File: src/rtl/apb_irq_pkg.sv
package apb_irq_pkg;
    // Register map (byte offsets)
    localparam int unsigned CTRL_OFF  = 0;
    localparam int unsigned EN_BASE   = 16;  // enable of half 0
    localparam int unsigned EN_STRIDE = 24;  // distance between halves
    localparam int unsigned PEND_GAP  = 4;   // pending sits above enable
    localparam int unsigned FLAG_GAP  = 8;   // flag sits below enable
    localparam int unsigned SLOT_BASE = 64;
    localparam int unsigned GEN_BIT   = 31;

    typedef struct packed {
        logic gen;
    } ctrl_t;
endpackage

File: src/rtl/apb_irq_half.sv
module apb_irq_half #(
    parameter int unsigned W = 32
) (
    input  logic         clk,
    input  logic         rst_n,
    input  logic [W-1:0] src_i,
    input  logic         flag_we_i,
    input  logic         en_we_i,
    input  logic [W-1:0] wdata_i,
    output logic [W-1:0] flag_o,
    output logic [W-1:0] en_o,
    output logic [W-1:0] pend_o
);
    typedef struct packed {
        logic [W-1:0] flag;
        logic [W-1:0] en;
    } half_t;

    half_t st_d, st_q;

    always_comb begin
        st_d = st_q;
        if (en_we_i) begin
            st_d.en = wdata_i;
        end
        if (flag_we_i) begin
            st_d.flag = st_q.flag & wdata_i;   // zero bits clear, ones keep
        end
        st_d.flag = st_d.flag | src_i;         // a live request wins over a clear
    end

    always_ff @(posedge clk or negedge rst_n) begin
        if (!rst_n) begin
            st_q <= '0;
        end else begin
            st_q <= st_d;
        end
    end

    assign flag_o = st_q.flag;
    assign en_o   = st_q.en;
    assign pend_o = st_q.flag & st_q.en;
endmodule

File: src/rtl/apb_irq_slots.sv
module apb_irq_slots #(
    parameter int unsigned SLOTS  = 64,
    parameter int unsigned SLOT_W = 8,
    parameter int unsigned W      = 32,
    parameter int unsigned IDX_W  = $clog2(SLOTS / (W / SLOT_W))
) (
    input  logic             clk,
    input  logic             rst_n,
    input  logic             we_i,
    input  logic [IDX_W-1:0] widx_i,
    input  logic [W-1:0]     wdata_i,
    input  logic [IDX_W-1:0] ridx_i,
    output logic [W-1:0]     rdata_o
);
    localparam int unsigned PER   = W / SLOT_W;
    localparam int unsigned WORDS = SLOTS / PER;

    typedef struct packed {
        logic [WORDS-1:0][W-1:0] words;
    } tbl_t;

    function automatic tbl_t identity();
        tbl_t v;
        v = '0;
        for (int w = 0; w < WORDS; w++) begin
            for (int k = 0; k < PER; k++) begin
                v.words[w][k*SLOT_W +: SLOT_W] = SLOT_W'(w * PER + k);
            end
        end
        return v;
    endfunction

    tbl_t st_d, st_q;

    always_comb begin
        st_d = st_q;
        if (we_i) begin
            st_d.words[widx_i] = wdata_i;
        end
    end

    always_ff @(posedge clk or negedge rst_n) begin
        if (!rst_n) begin
            st_q <= identity();
        end else begin
            st_q <= st_d;
        end
    end

    assign rdata_o = st_q.words[ridx_i];
endmodule

File: src/rtl/apb_irq_ctl.sv
module apb_irq_ctl
    import apb_irq_pkg::*;
#(
    parameter int unsigned NSRC   = 64,
    parameter int unsigned AW     = 8,
    parameter int unsigned DW     = 32,
    parameter int unsigned NSLOT  = 64,
    parameter int unsigned SLOT_W = 8
) (
    input  logic            clk,
    input  logic            rst_n,
    input  logic            psel,
    input  logic            penable,
    input  logic            pwrite,
    input  logic [AW-1:0]   paddr,
    input  logic [DW-1:0]   pwdata,
    output logic [DW-1:0]   prdata,
    input  logic [NSRC-1:0] src_i,
    output logic            irq_o
);
    localparam int unsigned HALVES = NSRC / DW;
    localparam int unsigned WORDS  = NSLOT / (DW / SLOT_W);
    localparam int unsigned IDX_W  = $clog2(WORDS);
    localparam logic [AW-1:0] SLOT_LO = AW'(SLOT_BASE);
    localparam logic [AW-1:0] SLOT_HI = AW'(SLOT_BASE + WORDS * 4);

    function automatic logic [AW-1:0] en_off(input int unsigned h);
        return AW'(EN_BASE + EN_STRIDE * h);
    endfunction
    function automatic logic [AW-1:0] flag_off(input int unsigned h);
        return AW'(EN_BASE + EN_STRIDE * h - FLAG_GAP);
    endfunction
    function automatic logic [AW-1:0] pend_off(input int unsigned h);
        return AW'(EN_BASE + EN_STRIDE * h + PEND_GAP);
    endfunction

    // Decode
    logic              wr_acc, aligned, ctrl_hit, slot_hit;
    logic [HALVES-1:0] hit_en, hit_flag, hit_pend;
    logic [IDX_W-1:0]  slot_idx;

    always_comb begin
        wr_acc   = psel && penable && pwrite;
        aligned  = (paddr[1:0] == 2'b00);
        ctrl_hit = aligned && (paddr == AW'(CTRL_OFF));
        slot_hit = aligned && (paddr >= SLOT_LO) && (paddr < SLOT_HI);
        slot_idx = IDX_W'((paddr - SLOT_LO) >> 2);
        for (int h = 0; h < HALVES; h++) begin
            hit_en[h]   = aligned && (paddr == en_off(h));
            hit_flag[h] = aligned && (paddr == flag_off(h));
            hit_pend[h] = aligned && (paddr == pend_off(h));
        end
    end

    // Control register
    ctrl_t ctrl_d, ctrl_q;

    always_comb begin
        ctrl_d = ctrl_q;
        if (wr_acc && ctrl_hit) begin
            ctrl_d.gen = pwdata[GEN_BIT];
        end
    end

    always_ff @(posedge clk or negedge rst_n) begin
        if (!rst_n) begin
            ctrl_q <= '0;
        end else begin
            ctrl_q <= ctrl_d;
        end
    end

    // Source halves
    logic [NSRC-1:0] flag_all, en_all, pend_all;

    for (genvar h = 0; h < HALVES; h++) begin : g_half
        apb_irq_half #(.W(DW)) u_half (
            .clk       (clk),
            .rst_n     (rst_n),
            .src_i     (src_i[h*DW +: DW]),
            .flag_we_i (wr_acc && hit_flag[h]),
            .en_we_i   (wr_acc && hit_en[h]),
            .wdata_i   (pwdata),
            .flag_o    (flag_all[h*DW +: DW]),
            .en_o      (en_all[h*DW +: DW]),
            .pend_o    (pend_all[h*DW +: DW])
        );
    end

    // Slot table
    logic [DW-1:0] slot_rdata;

    apb_irq_slots #(
        .SLOTS  (NSLOT),
        .SLOT_W (SLOT_W),
        .W      (DW),
        .IDX_W  (IDX_W)
    ) u_slots (
        .clk     (clk),
        .rst_n   (rst_n),
        .we_i    (wr_acc && slot_hit),
        .widx_i  (slot_idx),
        .wdata_i (pwdata),
        .ridx_i  (slot_idx),
        .rdata_o (slot_rdata)
    );

    // Read mux
    always_comb begin
        prdata = '0;
        if (ctrl_hit) begin
            prdata[GEN_BIT] = ctrl_q.gen;
        end
        for (int h = 0; h < HALVES; h++) begin
            if (hit_en[h])   prdata = en_all[h*DW +: DW];
            if (hit_flag[h]) prdata = flag_all[h*DW +: DW];
            if (hit_pend[h]) prdata = pend_all[h*DW +: DW];
        end
        if (slot_hit) begin
            prdata = slot_rdata;
        end
    end

    assign irq_o = ctrl_q.gen && (|pend_all);
endmodule

File: config.mk
export PLATFORM = sky130hd
export DESIGN_NAME = apb_irq_ctl
export DESIGN_NICKNAME = d
export VERILOG_FILES = /design/src/rtl/apb_irq_pkg.sv /design/src/rtl/apb_irq_half.sv /design/src/rtl/apb_irq_slots.sv /design/src/rtl/apb_irq_ctl.sv
export SDC_FILE = /design/constraint.sdc
export NUM_CORES = 1
export LEC_CHECK = 0
export ABC_CLOCK_PERIOD_IN_PS = 3320
export BUFFER_PORTS_ARGS = -buffer_cell sky130_fd_sc_hd__buf_2
export CAP_MARGIN = 40
export CORE_AREA = 2 2 215 217
export CTS_BUF_LIST = sky130_fd_sc_hd__clkbuf_4
export DETAILED_ROUTE_END_ITERATION = 12
export DIE_AREA = 0 0 217 219
export PLACE_DENSITY_LB_ADDON = 0.05
export RECOVER_POWER = 25
export SLEW_MARGIN = 10
export SYNTH_ARGS = -nofsm -noshare
export SYNTH_HDL_FRONTEND = slang
export SYNTH_HIERARCHICAL = 1
export SYNTH_SLANG_ARGS = --single-unit
File: constraint.sdc
create_clock -name clk -period 3.32 [get_ports clk]
set_input_delay 0.166 -clock clk [delete_from_list [all_inputs] [get_ports clk]]
set_output_delay 0.166 -clock clk [all_outputs]
set_load 0.02 [all_outputs]
==> flow_metrics.env <==
export IMPL_status="finished, violations left"
export IMPL_violations="capacitance limit, slew limit"
export IMPL_yosysUniqueCellTypes=56
export IMPL_cap_violations=5
export IMPL_final_cells=3399
export IMPL_synth_most_common_cell="mux2_2"
export IMPL_grt_use_met2=0.617
export IMPL_end_kind="primary output"
export IMPL_max_freq_mhz=309
export IMPL_finClkSkew_ns=0
export IMPL_p_leak_uw=0.0165
export IMPL_synth_seq_cells=641
export IMPL_firstDrtPassIters=8
export IMPL_gr_usage_all_layers=0.413
export IMPL_max_slew_margin_rel=-0.0911
export IMPL_yosys_top_cells_count="514 x mux2_2, 449 x dfrtp_1, 192 x dfstp_2, 128 x mux4_2, 98 x a22oi_1"
export IMPL_avgSynthCellArea_um2=14.1
export IMPL_die_w_um=217
export IMPL_critPathLaunch="paddr[4]"
export IMPL_yosys_warnings=6
export IMPL_die_h_um=219
export IMPL_dp_cells=2847
export IMPL_grt_overflow_total=0
export IMPL_required_ns=3.15
export IMPL_finalCritPeriodShare=0.976
export IMPL_drive_above_1_share=0.519
export IMPL_cp_slowest_cell="or4b_1"
export IMPL_syn_nets=2303
export IMPL_die_area_mm2=0.0475
export IMPL_num_rows=78
export IMPL_cts_made_buffers=165
export IMPL_cts_tree="done"
export IMPL_powerDensity_mw_per_mm2=440
export IMPL_grt_pass1_wl_mm=144
export IMPL_async_flop_share=1.00
export IMPL_drtAntennaViolNets=0
export IMPL_cp_cell_sequence="dlygate4sd3_1, clkbuf_4, or4b_1, nor2_1, a22oi_1, o21ai_1, a21o_1, buf_2"
export IMPL_grt_busiest_layer="met2"
export IMPL_drt_iter0_markers=2696
export IMPL_synth_area_leaders="dfrtp_1 36%, mux2_2 19%, dfstp_2 16%"
export IMPL_critPathKind="in2out"
export IMPL_remaining_drc_errors=0
export IMPL_crit_fanout=28
export IMPL_timing_final_crit_period_ns=3.24
export IMPL_clkTransAtPathRegs_ns=0.07
export IMPL_gp_congestion=0.977
export IMPL_cts_max_level=4
export IMPL_clockRootBuffer="clkbuf_4"
export IMPL_worstHoldPathType="in2reg"
export IMPL_worst_pin_slew_ns=1.64
export IMPL_tns_ns=0
export IMPL_boundaryPins=142
export IMPL_hold_viol=0
export IMPL_critPathMaxStageDelay_ns=0.84
export IMPL_clkLatencyLatePin_ns=1.03
export IMPL_synth_edf_count=0
export IMPL_worst_ir_drop_vdd_uv=385
export IMPL_rsz0062_at_grt="false"
export IMPL_portBuffers=141
export IMPL_min_delay_start="pwdata[8]"
export IMPL_dp_hpwl_mm=55.0
export IMPL_fillers=2436
export IMPL_synth_ff_type="dfrtp_1"
export IMPL_r2r_start="g_half[0].u_half/flag_o[6]"
export IMPL_setup_slack_ns=0.0786
export IMPL_cp_data_arrival_time_ns=3.08
export IMPL_clockBufferDepth=3
export IMPL_coreArea_mm2=0.0451
export IMPL_netlist_area_mm2=0.0309
export IMPL_wl_mm=94.7
export IMPL_yosys_area_top_type_share=0.363
export IMPL_grt_pass1_vias=24100
export IMPL_r2r_slack_ns=1.95
export IMPL_synth_top_cell_by_area="dfrtp_1"
export IMPL_synthCells=2194
export IMPL_vias=22800
export IMPL_start_kind="primary input"
export IMPL_start_util=0.686
export IMPL_yosysSeqAreaShare=0.526
export IMPL_vias_per_cell=6.70
export IMPL_postCtsSetupBuffers=0
export IMPL_grt_util_met1=0.542
export IMPL_fin_nets=2757
export IMPL_grtUsageMet3=0.140
export IMPL_dp_slack_ns=0.513
export IMPL_area_growth_pct=19.7
export IMPL_antenna_found_initial=7
export IMPL_grt_max_degree=84
export IMPL_maxSlewViolCount=164
export IMPL_cts_sinks=641
export IMPL_setup_viol=0
export IMPL_wl_per_cell_um=27.9
## critical path: cells and delay by family
kind | cells | cell delay, ns
simple gates | 2 | 1.37
buf+inv | 3 | 1.04
compound gates | 3 | 0.49
## metal layers
metal,up-vias,part of all wire
met4,4,0.054
li1,9210,-
met5,-,0.00029
met1,11600,0.39
met2,1458,0.45
met3,472,0.11
## registers in the layout, indices dropped and copies added, names as in the netlist
signal / flops
ctrl_q: 1
g_half.u_half/en_o: 64
g_half.u_half/flag_o: 64
u_slots/st_q: 512
## cells by family (layout without fill, tap and decap cells)
kind of cell           after synthesis  after routing  synth area share
muxes                              710            710             0.312
buffers and inverters              183            777            0.0296
DFF                                641            641             0.526
other                                0             11                 0
AOI/OAI and AO/OA                  317            317            0.0711
and+or+nand+nor                    343            343            0.0608
## worst paths after layout
path | end | cells past startpoint
min | u_slots/st_q[456] | 3
max in group asynchronous | g_half[0].u_half/en_o[28] | 4
min in group asynchronous | u_slots/st_q[227] | 3
min reg2reg | u_slots/st_q[221] | 1
max reg2reg | g_half[0].u_half/flag_o[6] | 2
max | prdata[26] | 8
## metrics by stage
stage | util | power (µW) | hold slack, ns | instance area (µm²)
2_1_floorplan | - | 8610 | -0.130 | 30900
3_3_place_gp | 0.722 | 9130 | 0.172 | 32500
3_5_place_dp | 0.722 | 9160 | 0.176 | 32500
4_1_cts | 0.823 | 16300 | 0.121 | 37100
5_1_grt | 0.821 | 16900 | 0.129 | 37000
6_report | 0.822 | 16300 | 0.176 | 37000
## cell type report
| type | instances | area [µm²] | area share |
|---|---|---|---|
| antenna | 11 | 27.5 | 0.000743 |
| clock buffer | 272 | 2040 | 0.0551 |
| multi-input combinational | 1370 | 13900 | 0.375 |
| tap | 600 | 751 | 0.0203 |
| timing repair buffer | 468 | 3880 | 0.105 |
| inverter | 2 | 7.51 | 0.000203 |
| sequential | 641 | 16300 | 0.440 |
| clock inverter | 35 | 165 | 0.00446 |
## what timing repair did
| item | CTS | global route |
|---|---|---|
| hold buffers | 234 | 0 |
| setup endpoints to repair | 0 | 8 |
| gates resized for setup | 0 | 3 |
| endpoints found under the hold margin | 1204 | 0 |
## where the power goes
part	switching [µW]	internal [µW]	total, µW
registers	58.0	7950	8010
logic	729	478	1210
clock network	3360	3710	7070
## placed cells by master (no fill, tap or decap), types with 64 or more instances in the layout
master / n
mux2_2: 514
dfrtp_1: 449
clkbuf_4: 273
dlygate4sd3_1: 233
dfstp_2: 192
buf_2: 137
mux4_2: 128
a22oi_1: 98
nand2_1: 81
buf_4: 72
nand2b_1: 70
a21o_1: 69
and2_1: 64
Note: power is estimated with default switching activity, not from simulation.
